[src/rtl/flow_pkg.sv]
package flow_pkg;

    typedef enum logic [2:0] {
        K_JP, K_JR, K_JPHL, K_CALL, K_RET, K_BAD
    } kind_t;

    typedef enum logic [2:0] {
        C_ALW, C_NZ, C_Z, C_NC, C_C
    } cond_t;

    typedef enum logic [3:0] {
        S_IDLE, S_OPC, S_PLAN, S_IMM_LO, S_IMM_HI,
        S_RESOLVE, S_PUSH, S_POP, S_DONE
    } st_t;

    localparam int COST_JP_HIT    = 16;
    localparam int COST_JP_MISS   = 12;
    localparam int COST_JPHL      = 4;
    localparam int COST_JR_HIT    = 12;
    localparam int COST_JR_MISS   = 8;
    localparam int COST_CALL_HIT  = 24;
    localparam int COST_CALL_MISS = 12;
    localparam int COST_RET_ALW   = 16;
    localparam int COST_RET_HIT   = 20;
    localparam int COST_RET_MISS  = 8;

endpackage

[src/rtl/flow_decode.sv]
module flow_decode
    import flow_pkg::*;
#(
    parameter int CW = 5
) (
    input  logic [7:0]    op,
    output kind_t         kind,
    output cond_t         cond,
    output logic [1:0]    len,
    output logic [CW-1:0] cyc_hit,
    output logic [CW-1:0] cyc_miss
);
    cond_t field_cond;

    // Condition selector carried in opcode bits [4:3]
    always_comb begin
        case (op[4:3])
            2'b00:   field_cond = C_NZ;
            2'b01:   field_cond = C_Z;
            2'b10:   field_cond = C_NC;
            default: field_cond = C_C;
        endcase
    end

    always_comb begin
        kind     = K_BAD;
        cond     = C_ALW;
        len      = 2'd1;
        cyc_hit  = '0;
        cyc_miss = '0;
        case (op)
            8'hC3: begin
                kind = K_JP; len = 2'd3;
                cyc_hit = CW'(COST_JP_HIT); cyc_miss = CW'(COST_JP_HIT);
            end
            8'hC2, 8'hCA, 8'hD2, 8'hDA: begin
                kind = K_JP; cond = field_cond; len = 2'd3;
                cyc_hit = CW'(COST_JP_HIT); cyc_miss = CW'(COST_JP_MISS);
            end
            8'hE9: begin
                kind = K_JPHL; len = 2'd1;
                cyc_hit = CW'(COST_JPHL); cyc_miss = CW'(COST_JPHL);
            end
            8'h18: begin
                kind = K_JR; len = 2'd2;
                cyc_hit = CW'(COST_JR_HIT); cyc_miss = CW'(COST_JR_HIT);
            end
            8'h20, 8'h28, 8'h30, 8'h38: begin
                kind = K_JR; cond = field_cond; len = 2'd2;
                cyc_hit = CW'(COST_JR_HIT); cyc_miss = CW'(COST_JR_MISS);
            end
            8'hCD: begin
                kind = K_CALL; len = 2'd3;
                cyc_hit = CW'(COST_CALL_HIT); cyc_miss = CW'(COST_CALL_HIT);
            end
            8'hC4, 8'hCC, 8'hD4, 8'hDC: begin
                kind = K_CALL; cond = field_cond; len = 2'd3;
                cyc_hit = CW'(COST_CALL_HIT); cyc_miss = CW'(COST_CALL_MISS);
            end
            8'hC9: begin
                kind = K_RET; len = 2'd1;
                cyc_hit = CW'(COST_RET_ALW); cyc_miss = CW'(COST_RET_ALW);
            end
            8'hC0, 8'hC8, 8'hD0, 8'hD8: begin
                kind = K_RET; cond = field_cond; len = 2'd1;
                cyc_hit = CW'(COST_RET_HIT); cyc_miss = CW'(COST_RET_MISS);
            end
            default: ;
        endcase
    end

endmodule

[src/rtl/flow_cond.sv]
module flow_cond
    import flow_pkg::*;
(
    input  cond_t cond,
    input  logic  z,
    input  logic  c,
    output logic  hit
);
    always_comb begin
        unique case (cond)
            C_ALW:   hit = 1'b1;
            C_NZ:    hit = ~z;
            C_Z:     hit = z;
            C_NC:    hit = ~c;
            C_C:     hit = c;
            default: hit = 1'b0;
        endcase
    end
endmodule

[src/rtl/flow_target.sv]
module flow_target
    import flow_pkg::*;
#(
    parameter int AW = 16
) (
    input  kind_t         kind,
    input  logic [1:0]    len,
    input  logic [AW-1:0] pc,
    input  logic [AW-1:0] hl,
    input  logic [15:0]   imm,
    output logic [AW-1:0] taken_pc,
    output logic [AW-1:0] fall_pc,
    output logic [AW-1:0] ret_addr
);
    localparam int EXT_W = AW - 8;

    logic [AW-1:0] rel_off;
    logic [AW-1:0] abs_tgt;

    assign rel_off  = {{EXT_W{imm[7]}}, imm[7:0]};
    assign abs_tgt  = AW'(imm);
    assign fall_pc  = pc + AW'(len);
    assign ret_addr = pc + AW'(3);

    always_comb begin
        if (kind == K_JP || kind == K_CALL)
            taken_pc = abs_tgt;
        else if (kind == K_JR)
            taken_pc = pc + AW'(2) + rel_off;
        else if (kind == K_JPHL)
            taken_pc = hl;
        else
            taken_pc = fall_pc;
    end
endmodule

[src/rtl/flow_ctl_unit.sv]
module flow_ctl_unit
    import flow_pkg::*;
#(
    parameter int AW = 16,
    parameter int CW = 5
) (
    input  logic          clk,
    input  logic          rst_n,
    input  logic          start,
    input  logic [AW-1:0] pc_in,
    input  logic [AW-1:0] sp_in,
    input  logic [AW-1:0] hl_in,
    input  logic          flag_z,
    input  logic          flag_c,
    output logic          mem_req,
    output logic [AW-1:0] mem_addr,
    input  logic          mem_ack,
    input  logic [7:0]    mem_rdata,
    output logic          stk_req,
    output logic          stk_push,
    output logic [AW-1:0] stk_addr,
    output logic [15:0]   stk_wdata,
    input  logic          stk_ack,
    input  logic [15:0]   stk_rdata,
    output logic          done,
    output logic [AW-1:0] next_pc,
    output logic [AW-1:0] next_sp,
    output logic [CW-1:0] cycles,
    output logic          illegal
);
    localparam logic [AW-1:0] STEP2 = AW'(2);

    st_t           state, state_nx;
    logic [AW-1:0] pc_q, sp_q, hl_q, pop_q;
    logic [7:0]    op_q, lo_q, hi_q;
    logic          z_q, c_q;

    kind_t         kind;
    cond_t         cond;
    logic [1:0]    len;
    logic [CW-1:0] cyc_hit, cyc_miss;
    logic          hit;
    logic [AW-1:0] taken_pc, fall_pc, ret_addr;

    flow_decode #(.CW(CW)) u_dec (
        .op(op_q), .kind(kind), .cond(cond), .len(len),
        .cyc_hit(cyc_hit), .cyc_miss(cyc_miss)
    );

    flow_cond u_cond (.cond(cond), .z(z_q), .c(c_q), .hit(hit));

    flow_target #(.AW(AW)) u_tgt (
        .kind(kind), .len(len), .pc(pc_q), .hl(hl_q), .imm({hi_q, lo_q}),
        .taken_pc(taken_pc), .fall_pc(fall_pc), .ret_addr(ret_addr)
    );

    // Next-state logic
    always_comb begin
        state_nx = state;
        unique case (state)
            S_IDLE:    if (start) state_nx = S_OPC;
            S_OPC:     if (mem_ack) state_nx = S_PLAN;
            S_PLAN: begin
                if (kind == K_BAD)    state_nx = S_DONE;
                else if (len == 2'd1) state_nx = S_RESOLVE;
                else                  state_nx = S_IMM_LO;
            end
            S_IMM_LO:  if (mem_ack) state_nx = (len == 2'd3) ? S_IMM_HI : S_RESOLVE;
            S_IMM_HI:  if (mem_ack) state_nx = S_RESOLVE;
            S_RESOLVE: begin
                if (hit && kind == K_CALL)     state_nx = S_PUSH;
                else if (hit && kind == K_RET) state_nx = S_POP;
                else                           state_nx = S_DONE;
            end
            S_PUSH:    if (stk_ack) state_nx = S_DONE;
            S_POP:     if (stk_ack) state_nx = S_DONE;
            S_DONE:    state_nx = S_IDLE;
            default:   state_nx = S_IDLE;
        endcase
    end

    // State register and captured operands
    always_ff @(posedge clk) begin
        if (!rst_n) begin
            state <= S_IDLE;
            pc_q  <= '0; sp_q <= '0; hl_q <= '0; pop_q <= '0;
            op_q  <= '0; lo_q <= '0; hi_q <= '0;
            z_q   <= 1'b0; c_q <= 1'b0;
        end else begin
            state <= state_nx;
            if (state == S_IDLE && start) begin
                pc_q <= pc_in; sp_q <= sp_in; hl_q <= hl_in;
                z_q  <= flag_z; c_q <= flag_c;
                lo_q <= '0; hi_q <= '0;
            end
            if (state == S_OPC && mem_ack)    op_q  <= mem_rdata;
            if (state == S_IMM_LO && mem_ack) lo_q  <= mem_rdata;
            if (state == S_IMM_HI && mem_ack) hi_q  <= mem_rdata;
            if (state == S_POP && stk_ack)    pop_q <= AW'(stk_rdata);
        end
    end

    // Outputs
    always_comb begin
        mem_req   = 1'b0;
        mem_addr  = pc_q;
        unique case (state)
            S_OPC:    mem_req = 1'b1;
            S_IMM_LO: begin mem_req = 1'b1; mem_addr = pc_q + AW'(1); end
            S_IMM_HI: begin mem_req = 1'b1; mem_addr = pc_q + STEP2;  end
            default:  ;
        endcase
        stk_req   = (state == S_PUSH) || (state == S_POP);
        stk_push  = (state == S_PUSH);
        stk_addr  = stk_push ? (sp_q - STEP2) : sp_q;
        stk_wdata = 16'(ret_addr);

        done    = (state == S_DONE);
        illegal = (kind == K_BAD);
        if (illegal) begin
            next_pc = pc_q;
            next_sp = sp_q;
            cycles  = '0;
        end else if (!hit) begin
            next_pc = fall_pc;
            next_sp = sp_q;
            cycles  = cyc_miss;
        end else begin
            next_pc = (kind == K_RET) ? pop_q : taken_pc;
            if (kind == K_CALL)     next_sp = sp_q - STEP2;
            else if (kind == K_RET) next_sp = sp_q + STEP2;
            else                    next_sp = sp_q;
            cycles = cyc_hit;
        end
    end

    AST_DONE_PULSE: assert property (@(posedge clk) disable iff (!rst_n)
        done |=> !done);

    AST_DONE_AFTER_STACK: assert property (@(posedge clk) disable iff (!rst_n)
        (stk_req && !stk_ack) |=> !done);

    AST_MEM_HOLD: assert property (@(posedge clk) disable iff (!rst_n)
        (mem_req && !mem_ack) |=> (mem_req && $stable(mem_addr)));

    AST_BUS_EXCLUSIVE: assert property (@(posedge clk) disable iff (!rst_n)
        !(mem_req && stk_req));

    AST_SP_STEP: assert property (@(posedge clk) disable iff (!rst_n)
        done |-> (next_sp == sp_q || next_sp == sp_q - STEP2 || next_sp == sp_q + STEP2));

    AST_PUSH_DATA: assert property (@(posedge clk) disable iff (!rst_n)
        (stk_req && stk_push) |-> (stk_wdata == 16'(pc_q + AW'(3))));

endmodule

[config.mk]
export PLATFORM = sky130hd
export DESIGN_NAME = flow_ctl_unit
export DESIGN_NICKNAME = d
export VERILOG_FILES = /design/src/rtl/flow_pkg.sv /design/src/rtl/flow_decode.sv /design/src/rtl/flow_cond.sv /design/src/rtl/flow_target.sv /design/src/rtl/flow_ctl_unit.sv
export SDC_FILE = /design/constraint.sdc
export NUM_CORES = 1
export LEC_CHECK = 0
export BUFFER_PORTS_ARGS = -buffer_cell sky130_fd_sc_hd__buf_2
export CORE_UTILIZATION = 55
export CTS_BUF_LIST = sky130_fd_sc_hd__clkbuf_16
export CTS_CLUSTER_SIZE = 20
export DETAILED_ROUTE_END_ITERATION = 8
export MAX_ROUTING_LAYER = met4
export PLACE_DENSITY = 0.81
export SLEW_MARGIN = 20
export SYNTH_ARGS = -nofsm -noshare
export SYNTH_HDL_FRONTEND = slang
export SYNTH_SLANG_ARGS = --single-unit
[constraint.sdc]
create_clock -name clk -period 4.3 [get_ports clk]
set_clock_uncertainty 0.15 [all_clocks]
set_input_delay 0.215 -clock clk [delete_from_list [all_inputs] [get_ports clk]]
set_output_delay 0.215 -clock clk [all_outputs]
set_load 0.05 [all_outputs]
==> run_results.csv, run 1 <==
group,metric,value,unit
clock_network,htreeDepth,3,
placement,routabilityCongestion,0.983,
critical_path,crit_chain,"or3b_2 -> a21oi_1 -> o21ai_1 -> nand2_1 -> fa_1 -> nand3_2 -> or4_1 -> nand3_1 -> o211ai_1 -> o211ai_1 -> o221ai_1 -> o221ai_1 -> buf_2",
clock_network,ctsLongestPathBuffers,2,
die,rows,42,
yosys,yosysMostFrequentCell,"nand2_1",
flow_run,drv_cap,0,
critical_path,worstPathMaxFanout,12,
die,die_y,119,um
drt,avgRoutedWirePerCell,19.2,um
timing,fin_tns_setup,0,ns
critical_path,r2r_start,"op_q[2]$_SDFFE_PN0P_",
finish,seqCellArea,0.00189,mm^2
drt,first_pass_iters,7,
global_route,track_usage,38.7,%
global_route,grt_pass1_vias,7792,
clock_network,cts_tree,"done",
yosys,yosysWarningCount,0,
clock_network,cts_sinks,94,
critical_path,startpoint,"op_q[2]$_SDFFE_PN0P_",
finish,syn2layout_area_growth,25.9,%
clock_network,cts-root-buf,"clkbuf_16",
power,power.density,437,mW/mm^2
yosys,synth_ff_type,"dfxtp_1",
timing,fmax,243,MHz
timing,finalCritPeriodShare,95.7,%
drt,num_vias,8554,
finish,final_net_count,1319,
power,p_comb_share,52.4,%
drt,ant_nets,0,
critical_path,crit_arrival,3.75,ns
placement,port_buffers,166,
worst_hold_path,hp-start,"pc_in[2]",
global_route,overflow,0,
global_route,antenna_found_initial,0,
die,num_io_pins,169,
die,start_util,56.5,%
timing,report.final.slew_viol_count,0,
yosys,avgSynthCellArea,7.30,um^2
yosys,synth_top_area_cell,"dfxtp_1",
finish,diodes,0,
power,peakVddDrop,0.344,mV
global_route,grt_max_degree,71,
yosys,synth_common_cells,"198 x nand2_1, 94 x dfxtp_1, 70 x clkbuf_1",
critical_path,criticalPathCategory,"reg2out",
power,seq_power_share,29.6,%
critical_path,required,3.93,ns
timing,setup_viol,0,
power,p_total,0.00411,W
drt,routed_wirelength,26.8,mm
yosys,yosysSeqAreaShare,25.2,%
yosys,synth_edf_count,0,
yosys,synth_area,0.00748,mm^2
drt,drtIter0Drc,1107,
critical_path,critical-path-max-stage-delay,0.48,ns
timing,rsz0062_at_grt,"false",
die,core,0.0132,mm^2
finish,final_util,71.1,%
timing,post-route-min-period,4.12,ns
yosys,yosysUniqueCellTypes,70,
timing,tightest_slew,1.05,ns
power,p_sw,0.00210,W
power,clockPowerShare,18.0,%
global_route,grt_pass1_wl,41.7,mm
clock_network,clkTransAtPathRegs,0.07,ns
yosys,synthTopCellsByArea,"dfxtp_1 25%, nand2_1 9.9%, a21boi_0 6.8%",
power,p_sw_share,51.0,%
yosys,async_flop_share,0,%
worst_hold_path,holdCritPathClass,"in2reg",
finish,fill_cells,1110,
drt,drc,0,
critical_path,crit_path_top_delay_cell,"or3b_2",
critical_path,cp-start-kind,"flip-flop",
power,leakagePower,4.02,nW
placement,dpl.hpwl,18.9,mm
finish,instances_no_fill,1393,
placement,dp.cells,1312,
die,die-area,0.0141,mm^2
yosys,syn-instance-count,1024,
drt,via_per_inst,6.14,
critical_path,end_kind,"primary output",
status,status,"completed",
finish,multi_input_area,0.00526,mm^2
die,die_w,119,um
clock_network,post_cts_buffers,0,
yosys,synth_seq_cells,94,
clock_network,insertion_delay,0.36,ns
finish,drive_gt1_share,19.6,%
yosys,netlist.area_leader.share,25.2,%
timing,hold_viol_final,0,
power,internal_power,0.00202,W
timing,max-slew-margin-rel,30.0,%
clock_network,cts_made_buffers,9,
-- state kept, by name, summed over array words and instances, names as in the netlist --
| register | flops |
|---|---|
| pc_q | 16 |
| hl_q | 16 |
| sp_q | 16 |
| op_q | 8 |
| state | 4 |
| c_q | 1 |
| pop_q | 16 |
| hi_q | 8 |
| z_q | 1 |
| lo_q | 8 |
-- path summary, 6_finish.rpt --
| check | to | slack [ns] | cells past startpoint |
|---|---|---|---|
| hold / removal | pc_q[2]$_SDFFE_PN0P_ | 0.007 | 3 |
| hold reg to reg | hl_q[11]$_SDFFE_PN0P_ | 0.32 | 2 |
| setup / recovery | next_pc[8] | 0.18 | 13 |
| setup reg to reg | state[3]$_SDFFE_PN0P_ | 1.27 | 11 |
-- metrics by stage --
step	hold WS [ns]	setup slack [ns]	area, um^2
6_report	0.00657	0.184	9410
5_1_grt	0.0240	0.00679	9410
4_1_cts	0.00237	0.0172	9350
3_5_place_dp	0.308	0.257	8420
3_3_place_gp	0.302	0.338	8420
2_1_floorplan	0.210	0.103	7480
-- layout make-up --
class / count / share of cell area [%]
Clock buffer: 9 / 2.39
Tap cell: 176 / 2.34
Timing Repair Buffer: 259 / 18.0
Multi-Input combinational cell: 826 / 55.9
Inverter: 22 / 0.878
Sequential cell: 94 / 20.0
Clock inverter: 7 / 0.439
-- layer usage --
layer,vias to the layer above,wire (um),part of all wire (%),global-route usage (%)
met5,-,0,0,-
met4,0,844,3.2,13.6
met3,77,2660,9.9,6.23
met2,507,12300,46,60.8
met1,3972,11000,41,50.2
li1,3998,-,-,-
-- what timing repair did --
item,CTS,global route
endpoints found under the setup margin,4,8
resized for setup,2,15
hold buffers,65,0
endpoints found under the hold margin,65,0
-- layout by cell type, fill, tap and decap left out, types with 9 or more instances in the layout --
master and count:
nand2_1 197, buf_2 166, dfxtp_1 91, a21boi_0 68, dlygate4sd3_1 65, nor2_1 64
xor2_1 44, xnor2_1 43, a21oi_1 33, nor3_1 31, o21ai_0 30, nor2b_1 29
buf_4 28, ha_1 25, inv_1 21, nand3_1 21, o211ai_1 20, a22oi_1 18
o22ai_1 12, nand4_1 11, mux2i_1 11, a211oi_1 11, nand2b_1 10, a31oi_1 9
clkbuf_16 9
-- worst max-delay path: cells and delay by family, from the launching register on --
family / cells / cell delay [ns]
compound gates: 6 / 0.93
fa+ha+maj: 1 / 0.31
flops: 1 / 0.42
buf+inv: 1 / 0.32
simple gates: 5 / 1.40
-- kinds of logic after synthesis --
| group | Yosys count | share of synthesized area (%) |
|---|---|---|
| and+or+nand+nor | 416 | 25.7 |
| AOI/OAI and AO/OA | 280 | 26.7 |
| buffers and inverters | 105 | 5.62 |
| DFF | 94 | 25.2 |
| xor gates and xnor gates | 88 | 10.3 |
| adders and majority gates | 28 | 4.89 |
| muxes | 12 | 1.62 |
| other | 1 | 0.0502 |
-- power by group through the flow --
stage | clock network [W] | registers (W) | logic, W
floorplan | 0 | 0.00107 | 0.00167
global placement | 0 | 0.00121 | 0.00203
detailed placement | 0 | 0.00122 | 0.00205
CTS | 0.000745 | 0.00120 | 0.00211
global route | 0.000786 | 0.00123 | 0.00229
finish | 0.000742 | 0.00122 | 0.00215
(Power assumes the default switching activity.)
==> run 2: changes to the inputs <==
Settings changed: CORE_ASPECT_RATIO set to 1.1.
==> run 2 against run 1 <==
The run now ends with hold timing left. Count of clock-buffer cells in the layout did not move. Hold slack got worse by 0.015 ns. Register-to-register slack got worse by 0.12 ns. Final cell count fell by 0.93%. Design area rose by 0.27%. Routed wire length rose by 0.22%. Combinational power barely moved. Critical endpoint is now next_pc[5]. Non-clock buffer count rose by 2. Highest routed layer unchanged.
==> run_results.csv, run 2 (same netlist as run 1, synthesis figures left out) <==
group,metric,value,unit
critical_path,crit_chain,"or3b_2 -> a21oi_1 -> o21ai_1 -> nand2_1 -> ha_1 -> a21oi_2 -> nor3_1 -> xnor2_1 -> a21oi_1 -> o22ai_1 -> o21ai_0 -> a221o_1 -> buf_2",
clock_network,cts_tree,"done",
die,start_util,56.6,%
drt,via_per_inst,6.16,
die,core,0.0132,mm^2
clock_network,cts_made_buffers,9,
critical_path,crit_arrival,3.78,ns
placement,dpl.hpwl,18.6,mm
finish,diodes,0,
status,violations,"hold timing",
worst_hold_path,min_path_cells,3,
clock_network,cts_sinks,94,
drt,num_vias,8502,
timing,rsz0062_at_grt,"true",
clock_network,clkTransAtPathRegs,0.07,ns
critical_path,startpoint,"op_q[2]$_SDFFE_PN0P_",
clock_network,cts-root-buf,"clkbuf_16",
finish,fill_cells,1093,
critical_path,required,3.93,ns
critical_path,rrSetupSlack,1.15,ns
timing,hold_viol_final,2,
timing,tightest_slew,1.06,ns
timing,post-route-min-period,4.15,ns
timing,fmax,241,MHz
drt,avgRoutedWirePerCell,19.4,um
timing,fin_tns_setup,0,ns
drt,ant_nets,0,
worst_hold_path,holdCritPathClass,"in2reg",
critical_path,crit_path_top_delay_cell,"or3b_2",
critical_path,r2r_end,"state[3]$_SDFFE_PN0P_",
clock_network,insertion_delay,0.36,ns
global_route,track_usage,38.8,%
power,leakagePower,4.04,nW
drt,first_pass_iters,6,
timing,report.final.slew_viol_count,0,
critical_path,worstPathMaxFanout,12,
critical_path,r2r_start,"op_q[2]$_SDFFE_PN0P_",
placement,placed_area,0.00842,mm^2
global_route,grt_max_degree,71,
drt,drc,0,
timing,holdWs,-0.00850,ns
finish,most-common-layout-cells,"198 x nand2_1, 163 x buf_2, 90 x dfxtp_1, 68 x a21boi_0, 65 x nor2_1",
clock_network,htreeDepth,3,
die,rows,44,
global_route,grt_pass1_vias,7925,
timing,setup_viol,0,
drt,drtIter0Drc,895,
placement,port_buffers,166,
global_route,antenna_found_initial,0,
die,num_io_pins,169,
critical_path,cp-start-kind,"flip-flop",
die,die-area,0.0141,mm^2
finish,syn2layout_area_growth,26.2,%
die,die_w,113,um
critical_path,end_kind,"primary output",
timing,finalCritPeriodShare,96.4,%
status,status,"complete, but fails checks",
placement,routabilityCongestion,0.990,
power,power.density,448,mW/mm^2
clock_network,ctsLongestPathBuffers,2,
finish,stdcell_area,0.00943,mm^2
timing,max-slew-margin-rel,29.2,%
finish,layout_commonest_cell,"nand2_1",
die,die_y,124,um
finish,drive_gt1_share,19.9,%
critical_path,crit_top_cell,"a21oi_1",
global_route,overflow,0,
critical_path,r2r_cells,11,
drt,routed_wirelength,26.8,mm
flow_run,drv_cap,0,
finish,final_net_count,1321,
critical_path,criticalPathCategory,"reg2out",
power,peakVddDrop,0.232,mV
critical_path,crit_end,"next_pc[5]",
critical_path,critical-path-max-stage-delay,0.50,ns
global_route,grt_pass1_wl,41.1,mm
==> run 2: changes by cell type in the layout (fill, tap and decap cells not counted), sizes merged <==
cell         before  now
clkinv            5    4
dlygate4sd3      65   64
bufinv            0    1
clkbuf            9   11
buf             194  195
==> run 2: power by group <==
part / internal, W / switching (W)
Combinational: 0.000640 / 0.00151
Clock: 0.000459 / 0.000403
Sequential: 0.000991 / 0.000220
==> run 2: metal layers <==
layer / up-vias / track usage (%) / share of wire (%)
met5: - / - / 0
met4: 0 / 21.1 / 4.8
met3: 95 / 7.98 / 8.6
met2: 483 / 60.2 / 47
met1: 3926 / 47.0 / 39
li1: 3998 / - / -
==> run 2: how the worst min path moves through the flow <==
stage / startpoint / to
floorplan: pc_in[10] / pc_q[10]$_SDFFE_PN0P_
global placement: pop_q[1]$_SDFFE_PN0P_ / pop_q[1]$_SDFFE_PN0P_
detailed placement: pop_q[5]$_SDFFE_PN0P_ / pop_q[5]$_SDFFE_PN0P_
CTS: pc_in[1] / pc_q[1]$_SDFFE_PN0P_
global route: sp_in[15] / sp_q[15]$_SDFFE_PN0P_
finish: sp_in[15] / sp_q[15]$_SDFFE_PN0P_
==> run 2: repair_timing <==
item / CTS / global route
endpoints found under the hold margin: 64 / 0
gates resized for setup: 0 / 17
hold buffers: 64 / 0
endpoints found under the setup margin: 0 / 10
buffers inserted: 0 / 0
==> run 2: cell type report <==
class	instances	area (um^2)	area share (%)
tap	161	201	2.14
clock buffer	9	225	2.39
clock inverter	7	77.6	0.822
timing repair buffer	261	1710	18.1
sequential	94	1890	20.0
inverter	22	82.6	0.875
multi-input combinational	826	5250	55.6
==> run 2: through the flow <==
stage / hold slack [ns] / util, % / cells / setup WS (ns) / total power [W]
floorplan: 0.210 / - / 1025 / 0.103 / 0.00274
global placement: 0.305 / 63.8 / 1300 / 0.415 / 0.00324
detailed placement: 0.310 / 63.8 / 1300 / 0.393 / 0.00326
CTS: 0.00337 / 70.9 / 1380 / 0.00294 / 0.00415
global route: 0.0150 / 71.4 / 1380 / -0.0575 / 0.00441
finish: -0.00850 / 71.4 / 1380 / 0.153 / 0.00423
==> run 2: critical path, delay by kind of cell (launching register included) <==
kind	cells	cell delay (ns)
AO/OA/AOI/OAI	7	1.46
XOR/XNOR	1	0.20
adder cells (fa/ha/maj)	1	0.26
buffers and inverters	1	0.28
flip-flops	1	0.44
AND/OR/NAND/NOR	3	0.77
==> run 3: changes to the inputs <==
Settings changed: CORE_UTILIZATION 55 to 50, CTS_CLUSTER_DIAMETER set to 150, GPL_ROUTABILITY_DRIVEN set to 1, PLACE_DENSITY 0.81 to 0.78.
Clock period 4.3 ns to 3.8 ns, I/O delays scaled along.
==> run 3 against run 2 <==
Hold slack improved by 0.014 ns. Routed wire length rose by 4.0%. Critical endpoint unchanged. Flip-flop and latch count did not move. Count of clock-buffer cells in the layout did not move. The run now ends clean. Die area rose by 9.8%. Critical path depth did not move. Clock power fell by 3.8%. Non-clock buffer count rose by 44. First-iteration DRC count fell by 8.5%. Sequential share of layout area fell by 1.3 points.
==> run_results.csv, run 3 (same netlist as run 1, synthesis figures left out) <==
group,metric,value,unit
status,status,"completed",
worst_hold_path,holdCritPathClass,"in2reg",
drt,met2_length,13.1,mm
timing,setup_viol,0,
timing,hold_viol_final,0,
timing,max-slew-margin-rel,30.2,%
placement,port_buffers,166,
critical_path,worstPathMaxFanout,6,
global_route,track_usage,35.8,%
finish,final_net_count,1365,
clock_network,cts_made_buffers,9,
critical_path,cp-start-kind,"flip-flop",
clock_network,ctsLongestPathBuffers,2,
finish,layout_commonest_cell,"nand2_1",
timing,post-route-min-period,3.70,ns
clock_network,clkTransAtPathRegs,0.07,ns
finish,syn2layout_area_growth,35.5,%
finish,fill_cells,1198,
placement,dpl.hpwl,19.7,mm
drt,first_pass_iters,6,
drt,dr_wl_met3,2.26,mm
die,core,0.0145,mm^2
flow_run,drv_cap,0,
clock_network,cts-root-buf,"clkbuf_16",
global_route,antenna_found_initial,0,
power,peakVddDrop,0.286,mV
clock_network,insertion_delay,0.35,ns
finish,stdcell_area,0.0101,mm^2
finish,most-common-layout-cells,"196 x nand2_1, 155 x buf_2, 87 x dfxtp_1, 74 x buf_4, 68 x a21boi_0",
drt,wl_met1,11.5,mm
critical_path,r2r_cells,11,
power,power.density,476,mW/mm^2
critical_path,crit_arrival,3.36,ns
timing,finalCritPeriodShare,97.3,%
die,die-area,0.0154,mm^2
critical_path,required,3.46,ns
timing,tightest_slew,1.05,ns
global_route,grt_max_degree,67,
global_route,overflow,0,
worst_hold_path,hp-start,"mem_rdata[7]",
finish,diodes,0,
timing,report.final.slew_viol_count,0,
drt,highest_layer,"met4",
timing,fmax,270,MHz
clock_network,cts_tree,"done",
worst_hold_path,min_path_cells,3,
drt,via_per_inst,6.04,
die,rows,46,
placement,routabilityCongestion,1.02,
die,die_y,130,um
drt,num_vias,8792,
die,start_util,51.5,%
global_route,grt_pass1_vias,7918,
drt,routed_wirelength,27.9,mm
drt,ant_nets,0,
timing,holdWs,0.00501,ns
power,leakagePower,4.31,nW
critical_path,rrSetupSlack,0.91,ns
critical_path,end_kind,"primary output",
critical_path,criticalPathCategory,"reg2out",
global_route,grt_pass1_wl,41.9,mm
critical_path,r2r_end,"state[2]$_SDFFE_PN0P_",
critical_path,r2r_start,"op_q[4]$_SDFFE_PN0P_",
worst_hold_path,whs_endpoint,"op_q[7]$_SDFFE_PN0P_",
die,die_w,119,um
clock_network,htreeDepth,3,
finish,drive_gt1_share,26.0,%
clock_network,cts_sinks,94,
drt,avgRoutedWirePerCell,19.2,um
finish,final_util,69.8,%
die,num_io_pins,169,
drt,drc,0,
timing,fin_tns_setup,0,ns
drt,drtIter0Drc,819,
placement,placed_area,0.00877,mm^2
[run 3: changes by cell type in the layout (fill, tap and decap cells not counted), moves of 3 or more]
cell / delta
a211oi_1: -3
a211oi_2: +3
a21oi_1: -6
a21oi_2: +4
buf_2: -8
buf_4: +42
buf_6: +8
dfxtp_1: -3
ha_1: -6
ha_4: +4
nand3_1: -3
nor2_1: -3
o21ai_2: +3
[run 3: timing repair]
action                                  in CTS  in global routing
resized for setup                           26                 61
endpoints found under the setup margin      13                 15
pin swaps                                    0                 14
buffers inserted                             0                  9
gates cloned                                 0                  0
endpoints found under the hold margin       66                  0
hold buffers                                66                  0
[run 3: critical path: stages (launching register included)]
cell     delay (ns)
dfxtp_4        0.37
or3b_2         0.48
a21oi_4        0.15
o21ai_2        0.09
nand2_2        0.13
ha_4           0.22
a21oi_4        0.25
nor3_1         0.12
xnor2_1        0.15
a21oi_1        0.20
o22ai_1        0.11
o21ai_0        0.22
a221o_1        0.23
buf_2          0.28
[run 3: final cells by class]
cell class                 count  area, um^2  share of cell area (%)
clock inverter                 7        32.5                   0.321
sequential                    94        1900                    18.7
clock buffer                   9         225                    2.22
multi-input combinational    826        5560                    54.9
inverter                      22        82.6                   0.815
timing repair buffer         305        2100                    20.7
tap                          192         240                    2.37
[run 3: metrics by stage]
stage | std cells | setup WS [ns] | power, W
2_1_floorplan | 1025 | -0.0274 | 0.00313
3_3_place_gp | 1364 | 0.0814 | 0.00375
3_5_place_dp | 1364 | 0.0843 | 0.00378
4_1_cts | 1446 | 0.00373 | 0.00469
5_1_grt | 1455 | -0.0409 | 0.00505
6_report | 1455 | 0.103 | 0.00483
[run 3: metal layers]
layer,up-vias,GRT usage [%]
li1,4085,-
met1,4107,44.7
met2,501,58.3
met3,99,4.94
met4,0,14.9
met5,-,-
[run 3: how the worst max path moves through the flow]
stage	endpoint	startpoint	cells past startpoint	slack (ns)
2_1_floorplan	next_pc[10]	op_q[0]$_SDFFE_PN0P_	14	-0.03
3_3_place_gp	next_pc[15]	op_q[1]$_SDFFE_PN0P_	14	0.08
3_5_place_dp	next_pc[15]	op_q[1]$_SDFFE_PN0P_	14	0.08
4_1_cts	next_pc[15]	pc_q[3]$_SDFFE_PN0P_	15	0.004
5_1_grt	next_pc[12]	pc_q[3]$_SDFFE_PN0P_	16	-0.04
6_report	next_pc[5]	op_q[1]$_SDFFE_PN0P_	13	0.10
[run 3: where the power goes]
part | leakage [nW] | internal, W | switching [W]
clock network | 0.138 | 0.000434 | 0.000396
registers | 0.769 | 0.00112 | 0.000251
logic | 3.40 | 0.000839 | 0.00178
